### src/rtl/irq_concentrator.sv
module irq_concentrator #(
  parameter int N_CORES = 4,
  parameter int N_HWI   = 16,
  parameter int N_WTI   = 16,
  parameter int N_PTI   = 4
) (
  input  logic               clk,
  input  logic               rst_n,
  input  logic               reg_req,
  input  logic               reg_we,
  input  logic [9:0]         reg_addr,
  input  logic [31:0]        reg_wdata,
  output logic               rd_valid,
  output logic [31:0]        reg_rdata,
  input  logic [N_HWI-1:0]   hwi_in,
  input  logic [N_PTI-1:0]   pti_in,
  output logic [N_CORES-1:0] irq_out
);
  localparam int IW = 5;

  logic [IW-1:0] fn, idx;
  logic wr, rd;
  assign fn  = reg_addr[9:5];
  assign idx = reg_addr[4:0];
  assign wr  = reg_req & reg_we;
  assign rd  = reg_req & ~reg_we;

  logic [N_CORES-1:0][N_HWI-1:0] m_hwi, st_h;
  logic [N_CORES-1:0][N_WTI-1:0] m_wti, st_w;
  logic [N_CORES-1:0][N_PTI-1:0] m_pti, st_p;
  logic [N_WTI-1:0]              wti_pend;
  logic [31:0]                   mbox [N_WTI];
  logic [31:0]                   rnext;

  function automatic logic [7:0] first_set(input logic [31:0] v);
    logic [7:0] r;
    r = '0;
    for (int i = 31; i >= 0; i--)
      if (v[i]) r = {3'b100, 5'(i)};
    return r;
  endfunction

  for (genvar c = 0; c < N_CORES; c++) begin : g_core
    assign st_h[c]    = hwi_in   & m_hwi[c];
    assign st_w[c]    = wti_pend & m_wti[c];
    assign st_p[c]    = pti_in   & m_pti[c];
    assign irq_out[c] = |{st_h[c], st_w[c], st_p[c]};
  end

  always_ff @(posedge clk or negedge rst_n) begin
    if (!rst_n) begin
      m_hwi <= '0;
      m_wti <= '0;
      m_pti <= '0;
    end else if (wr) begin
      for (int c = 0; c < N_CORES; c++) begin
        if (idx == IW'(c)) begin
          case (fn)
            5'd4:  m_pti[c] <= reg_wdata[N_PTI-1:0];
            5'd5:  m_pti[c] <= m_pti[c] | reg_wdata[N_PTI-1:0];
            5'd6:  m_pti[c] <= m_pti[c] & ~reg_wdata[N_PTI-1:0];
            5'd8:  m_hwi[c] <= reg_wdata[N_HWI-1:0];
            5'd9:  m_hwi[c] <= m_hwi[c] | reg_wdata[N_HWI-1:0];
            5'd10: m_hwi[c] <= m_hwi[c] & ~reg_wdata[N_HWI-1:0];
            5'd12: m_wti[c] <= reg_wdata[N_WTI-1:0];
            5'd13: m_wti[c] <= m_wti[c] | reg_wdata[N_WTI-1:0];
            5'd14: m_wti[c] <= m_wti[c] & ~reg_wdata[N_WTI-1:0];
            default: ;
          endcase
        end
      end
    end
  end

  always_ff @(posedge clk or negedge rst_n) begin
    if (!rst_n) begin
      wti_pend <= '0;
      for (int w = 0; w < N_WTI; w++) mbox[w] <= '0;
    end else if (reg_req && fn == '0) begin
      for (int w = 0; w < N_WTI; w++) begin
        if (idx == IW'(w)) begin
          if (reg_we) begin
            mbox[w]     <= reg_wdata;
            wti_pend[w] <= 1'b1;
          end else begin
            wti_pend[w] <= 1'b0;
          end
        end
      end
    end
  end

  always_comb begin
    rnext = '0;
    if (fn == 5'd0) begin
      for (int w = 0; w < N_WTI; w++)
        if (idx == IW'(w)) rnext = mbox[w];
    end else if (fn == 5'd16) begin
      rnext = {8'd0, 8'(N_PTI), 8'(N_WTI), 8'(N_HWI)};
    end else begin
      for (int c = 0; c < N_CORES; c++) begin
        if (idx == IW'(c)) begin
          case (fn)
            5'd4, 5'd5:   rnext = 32'(m_pti[c]);
            5'd6:         rnext = 32'(st_p[c]);
            5'd8, 5'd9:   rnext = 32'(m_hwi[c]);
            5'd10:        rnext = 32'(st_h[c]);
            5'd12, 5'd13: rnext = 32'(m_wti[c]);
            5'd14:        rnext = 32'(st_w[c]);
            5'd15:        rnext = {8'd0, first_set(32'(st_p[c])),
                                   first_set(32'(st_w[c])), first_set(32'(st_h[c]))};
            default:      rnext = '0;
          endcase
        end
      end
    end
  end

  always_ff @(posedge clk or negedge rst_n) begin
    if (!rst_n) begin
      rd_valid  <= 1'b0;
      reg_rdata <= '0;
    end else begin
      rd_valid <= rd;
      if (rd) reg_rdata <= rnext;
    end
  end
endmodule

### config.mk
export PLATFORM = sky130hd
export DESIGN_NAME = irq_concentrator
export DESIGN_NICKNAME = d
export VERILOG_FILES = /design/src/rtl/irq_concentrator.sv
export SDC_FILE = /design/constraint.sdc
export NUM_CORES = 1
export LEC_CHECK = 0
export BUFFER_PORTS_ARGS = -buffer_cell sky130_fd_sc_hd__buf_4
export CORE_MARGIN = 2
export CORE_UTILIZATION = 30
export DETAILED_ROUTE_END_ITERATION = 10
export PLACE_DENSITY = 0.56
export SLEW_MARGIN = 40
export SYNTH_ARGS = -nofsm -noshare
export SYNTH_HDL_FRONTEND = slang
export SYNTH_SLANG_ARGS = --single-unit
### constraint.sdc
create_clock -name clk -period 5.5 [get_ports clk]
set_clock_uncertainty 0.05 [all_clocks]
set_input_delay 1.1 -clock clk [delete_from_list [all_inputs] [get_ports clk]]
set_output_delay 1.1 -clock clk [all_outputs]
set_load 0.005 [all_outputs]
; Yosys cells after proc, flatten, opt, wreduce, memory -nomap -nowiden
; Cells that the tools add are included.
; W data, S select, Z words.
[word_totals]
register_bits = 705
elab_cells = 353
out_inout_bits = 37
inputBits = 66
[op_classes]
n_mux = 183
eq_ne = 26
reduce_logical = 57
n_bitwise = 41
[op_table]
columns = op, count
row1 = $mux W8, 144
row2 = $mux W32, 21
row3 = $pmux W24 S7, 4
row4 = $pmux W16 S3, 8
row5 = $and A16 B16 Y16, 16
row6 = $reduce_or A36 Y1, 4
row7 = $or A16 B16 Y16, 8
row8 = $reduce_and A3 Y1, 28
row9 = $eq A5 B4 Y1 const B, 15
row10 = $pmux W4 S3, 4
row11 = $eq A5 B3 Y1 const B, 7
row12 = $and A4 B4 Y4, 8
row13 = $reduce_and A2 Y1, 16
row14 = $mux W24, 1
row15 = $not A16 Y16, 1
row16 = $or A4 B4 Y4, 4
row17 = $eq A5 B2 Y1 const B, 2
row18 = $logic_not A5 Y1, 2
row19 = $reduce_bool A3 Y1, 3
row20 = $reduce_or A2 Y1, 3
row21 = $eq A5 B1 Y1 const B, 1
row22 = $eq A5 B5 Y1 const B, 1
row23 = $not A4 Y4, 1
row24 = $and A1 B1 Y1, 2
row25 = 3 further kinds, 3

; Depth between registers and ports, before layout
[logic_depth]
word_depth = 24
depth_mapped = 11
depth_no_buf = 7

; Worst setup path after synthesis
; Ideal clock, no wire load.
[synth_timing]
kind = input -> output
from = input hwi_in[6]
to = output irq_out[0]
arrival_ps = 2299
setup_slack_ps = 2051
required_ps = 4350
n_path_buf = 1
stages = 5
path_cell_list = clkbuf_1 a22o_1 nor4_1 inv_1 or3_1
[synth_via]
elab_chain_len = 2
[synth_lines]
columns = item, line_no
row1 = "start, declared", 15  ; input logic [N_HWI-1:0] hwi_in,
row2 = $and A16 B16 Y16, 44  ; assign st_h[c] = hwi_in & m_hwi[c];
row3 = $reduce_or A36 Y1, 47  ; assign irq_out[c] = |{st_h[c], st_w[c], st_p[c]};
row4 = "end, declared", 17  ; output logic [N_CORES-1:0] irq_out
; No other way between the ends.

; Worst setup path in the final report
[layout_timing]
from = register wti_pend[1]
to = output irq_out[0]
[layout_via]
elab_chain_len = 2
[layout_lines]
columns = item, line_no
row1 = "start, declared", 31  ; logic [N_WTI-1:0] wti_pend;
row2 = "start signal, assigned", 77  ; wti_pend <= '0;
row3 = "start signal, assigned by index", 84  ; wti_pend[w] <= 1'b1;
row4 = "start signal, assigned by index", 86  ; wti_pend[w] <= 1'b0;
row5 = $and A16 B16 Y16, 45  ; assign st_w[c] = wti_pend & m_wti[c];
row6 = $reduce_or A36 Y1, 47
; No other way between the ends.

==> impl_table.tex <==
\begin{tabular}{lr}
\hline
Metric & Value \\
\hline
\multicolumn{2}{l}{\textbf{Outcome}} \\
Result of the run & completed \\
\multicolumn{2}{l}{\textbf{Clocking}} \\
Clock tree from TritonCTS & yes \\
CTS Hold Bufs & 0 \\
Clock transition at path regs & 0.06 ns \\
CTS max path bufs & 3 \\
Worst-skew pair later-pin latency & 0.67 ns \\
Cell at the root of the clock tree & clkbuf\_16 \\
CTS HTree Levels & 3 \\
Number of clock buffers inserted by TritonCTS & 78 \\
Number of gates resized after CTS & 0 \\
Count of clock tree sinks & 705 \\
Setup Fix Bufs, Post-CTS & 0 \\
\multicolumn{2}{l}{\textbf{Job}} \\
Number of maximum-capacitance constraint violations & 0 \\
\multicolumn{2}{l}{\textbf{Pwr}} \\
Proportion of power drawn by combinational gates & 0.066 \\
Leak Pwr & 18.6 nW \\
Portion of total power attributed to sequential cells & 0.452 \\
Proportion of power drawn by the clock network & 0.482 \\
P per Cell Area & 291 mW/mm2 \\
Switching power as a share of total power & 0.255 \\
Net switching component of the power & 3.01 mW \\
Worst IR Drop VDD & 207 uV \\
Cell internal power dissipation & 8.80 mW \\
\multicolumn{2}{l}{\textbf{STA}} \\
Minimum period implied by the final worst setup slack & 4.20 ns \\
Final Hold Viols & 0 \\
Final worst path period share & 0.763 \\
Unrepaired setup endpoints after global routing & no \\
Final number of setup-violating endpoints & 0 \\
Worst hold slack after final layout & 0.234 ns \\
Slew at the pin with the worst max-slew slack & 0.890 ns \\
Fmax & 238 MHz \\
Post-Route Setup TNS & 0 ns \\
Max-slew violation count & 0 \\
Worst-case headroom to the max-slew limit & 0.406 \\
\multicolumn{2}{l}{\textbf{Routing}} \\
Detailed-route vias per instance & 5.99 \\
Number of nets with antenna violations after detailed routing & 0 \\
Number of detailed-routing iterations run before antenna repair & 6 \\
Routed length on met1 & 58400 um \\
Highest layer used for signal routing & met5 \\
Wire length on met3 & 10400 um \\
Remaining design rule violation count & 0 \\
Wirelength per Cell & 28.7 um \\
Total length of routed met2 wires & 64900 um \\
DR vias & 29.0k \\
DRT Wirelength & 139000 um \\
Starting DRC count in detailed routing & 3206 \\
\multicolumn{2}{l}{\textbf{Critical path}} \\
Slowest stage cell, crit path & dfrtp\_1 \\
Type of the setup path with the least slack & reg2out \\
Critical-path cell list & a22oi\_1, nand4\_1, or3\_1, or3\_1, buf\_4 \\
Kind of start point of the critical path & register \\
Cell depth of the worst flop-to-flop path & 7 \\
CP Max Fanout & 14 \\
Start point of the critical path & wti\_pend[1] \\
Register-to-register setup slack & 2.68 ns \\
Most used cell, CP & or3\_1 \\
Arrival time at the worst endpoint & 3.05 ns \\
Critical register-to-register path startpoint & wti\_pend[15] \\
Critical path's largest stage delay & 0.58 ns \\
Endpoint required time on the critical path & 4.35 ns \\
R2R Path End & reg\_rdata[10] \\
Sort of element at the end of the critical path & output port \\
\multicolumn{2}{l}{\textbf{Finish}} \\
Net count of the finished layout & 3331 \\
Fraction of layout instances using a drive strength above 1 & 0.276 \\
Area growth from synthesis to layout & 14.9\% \\
\multicolumn{2}{l}{\textbf{Synthesis}} \\
Synthesized cell area & 0.0354 mm2 \\
Average size of a mapped cell & 10.8 um2 \\
Post-synthesis cell count & 3272 \\
Number of synthesized register bits & 705 \\
Sequential share of the synthesized area & 0.499 \\
Number of flops mapped to enable cells by yosys & 0 \\
Syn nets & 3338 \\
Count of unique library cells instantiated by Yosys & 80 \\
YS warnings & 0 \\
Share of synthesized registers carrying an async set or reset & 1.00 \\
Top FF cell, synth & dfrtp\_1 \\
\multicolumn{2}{l}{\textbf{Floorplanning}} \\
Die Span Y & 347 um \\
Boundary pin count & 103 \\
Starting utilization of the core area & 0.303 \\
Area of the core region & 0.117 mm2 \\
Die Outline Area & 0.121 mm2 \\
Number of cell rows & 125 \\
Die Width & 347 um \\
\multicolumn{2}{l}{\textbf{GRT}} \\
Global Route Usage Sum & 0.227 \\
Total congestion overflow after global routing & 0 \\
Maximum number of pins on one net before global-route repair & 106 \\
Via count of the first global-routing pass & 28.6k \\
Number of antenna violations at the first check in global routing & 6 \\
First-pass GRT wire length & 205000 um \\
\multicolumn{2}{l}{\textbf{Placed design}} \\
HPWL after detailed placement & 96600 um \\
Final weighted congestion in routability-driven placement & 0.985 \\
PortBufs & 102 \\
\multicolumn{2}{l}{\textbf{Worst hold path}} \\
Path category of the worst min-delay check & in2async \\
\hline
\end{tabular}
-- placed cells by master, fill, tap and decap left out, types with 13 or more instances in the layout --
cell type | Yosys | routed
dfrtp_1 | 705 | 705
mux2_2 | 511 | 511
nand2_1 | 296 | 296
a21oi_1 | 285 | 285
buf_4 | 43 | 196
o21ai_0 | 182 | 181
a22oi_1 | 167 | 167
nor2_1 | 109 | 95
clkbuf_16 | 0 | 80
o22ai_1 | 59 | 59
a22o_1 | 57 | 57
nand3_1 | 56 | 56
a31oi_1 | 33 | 33
a221oi_1 | 31 | 31
a21o_1 | 29 | 29
nand4_1 | 28 | 28
nor3_1 | 30 | 28
o221ai_1 | 28 | 28
mux2_1 | 21 | 21
a222oi_1 | 20 | 20
a211oi_1 | 21 | 20
nor2_4 | 11 | 18
a221o_1 | 18 | 18
mux2i_1 | 17 | 17
o211ai_1 | 16 | 16
nor2b_1 | 15 | 15
a32oi_1 | 15 | 15
clkbuf_8 | 0 | 15
nand2b_1 | 15 | 14
and2_1 | 17 | 13
-- metrics by stage --
stage               setup slack, ns  instances  area (um2)  power (mW)  utilization
detailed placement            0.974       4705       37800        6.20        0.324
global route                   1.33       4850       40600        12.2        0.349
floorplan                      2.05       3272       35400        5.73            -
CTS                            1.36       4846       40500        11.9        0.348
finish                         1.30       4852       40600        11.8        0.349
global placement              0.690       4705       37700        6.19        0.324
-- flip-flops by register name (all words and copies together), names as in the netlist --
name       count
m_pti         16
wti_pend      16
m_wti         64
m_hwi         64
rd_valid       1
mbox         512
reg_rdata     32
-- logic make-up (layout without fill, tap and decap cells) --
family	count (synthesis)	count (layout)	synth area share
AOI/OAI and AO/OA	1056	1056	0.198
DFF	705	705	0.499
and+or+nand+nor	654	654	0.0886
muxes	549	549	0.174
buffers and inverters	308	362	0.0396
other	0	2	0
-- how the worst max path moves through the flow --
| stage | end | slack, ns | depth (start not counted) |
|---|---|---|---|
| after floorplan | irq_out[0] | 2.05 | 5 |
| after global placement | reg_rdata[3] | 0.69 | 7 |
| after detailed placement | mbox[163] | 0.97 | 9 |
| after CTS | irq_out[0] | 1.36 | 5 |
| after global routing | irq_out[0] | 1.33 | 5 |
| final | irq_out[0] | 1.30 | 5 |
-- cell usage after synthesis, types with 10 or more instances --
master	instances	share of area
a2111oi_0	14	0.0035
a211oi_1	21	0.0045
a21o_1	29	0.0062
a21oi_1	285	0.040
a221o_1	18	0.0051
a221oi_1	31	0.0077
a222oi_1	20	0.0057
a22o_1	57	0.014
a22oi_1	167	0.035
a31oi_1	33	0.0058
a32oi_1	15	0.0037
and2_1	17	0.0030
and3_1	12	0.0021
buf_1	18	0.0019
buf_2	24	0.0034
buf_4	43	0.0091
clkbuf_1	206	0.022
dfrtp_1	705	0.50
mux2_1	21	0.0067
mux2_2	511	0.16
mux2i_1	17	0.0048
nand2_1	296	0.031
nand2b_1	15	0.0027
nand3_1	56	0.0079
nand4_1	28	0.0050
nor2_1	109	0.012
nor2_4	11	0.0035
nor2b_1	15	0.0027
nor3_1	30	0.0042
nor4_1	11	0.0019
o211ai_1	16	0.0034
o21ai_0	182	0.026
o221ai_1	28	0.0069
o22ai_1	59	0.010
or3_1	10	0.0018
-- critical path, delay by kind of cell, from the launching register on --
family                 cells  cell delay, ns
AND/OR/NAND/NOR            3            1.08
flip-flops                 1            0.58
AO/OA/AOI/OAI              1            0.55
buffers and inverters      1            0.16
-- power by group through the flow --
stage / clock (mW) / sequential (mW) / combinational (mW)
2_1_floorplan: 0 / 5.38 / 0.347
3_3_place_gp: 0 / 5.43 / 0.765
3_5_place_dp: 0 / 5.43 / 0.770
4_1_cts: 5.77 / 5.33 / 0.772
5_1_grt: 5.98 / 5.34 / 0.832
6_report: 5.69 / 5.34 / 0.779
-- routing by layer --
layer | track usage | vias up
met5 | 0 | -
met4 | 0.0814 | 6
met3 | 0.0410 | 273
met2 | 0.370 | 1274
met1 | 0.301 | 15200
li1 | - | 12300
-- layout make-up --
class                   count  area, um2
diodes                      2       5.00
clock buffers             107       2250
clock inverters            34        524
fillers                 11600      75900
inverters                   9       33.8
multi-input cells        2259      16500
flip-flops and latches    705      17600
well taps                1524       1910
repair buffers            212       1790
Note: power is estimated with default switching activity, not from simulation.
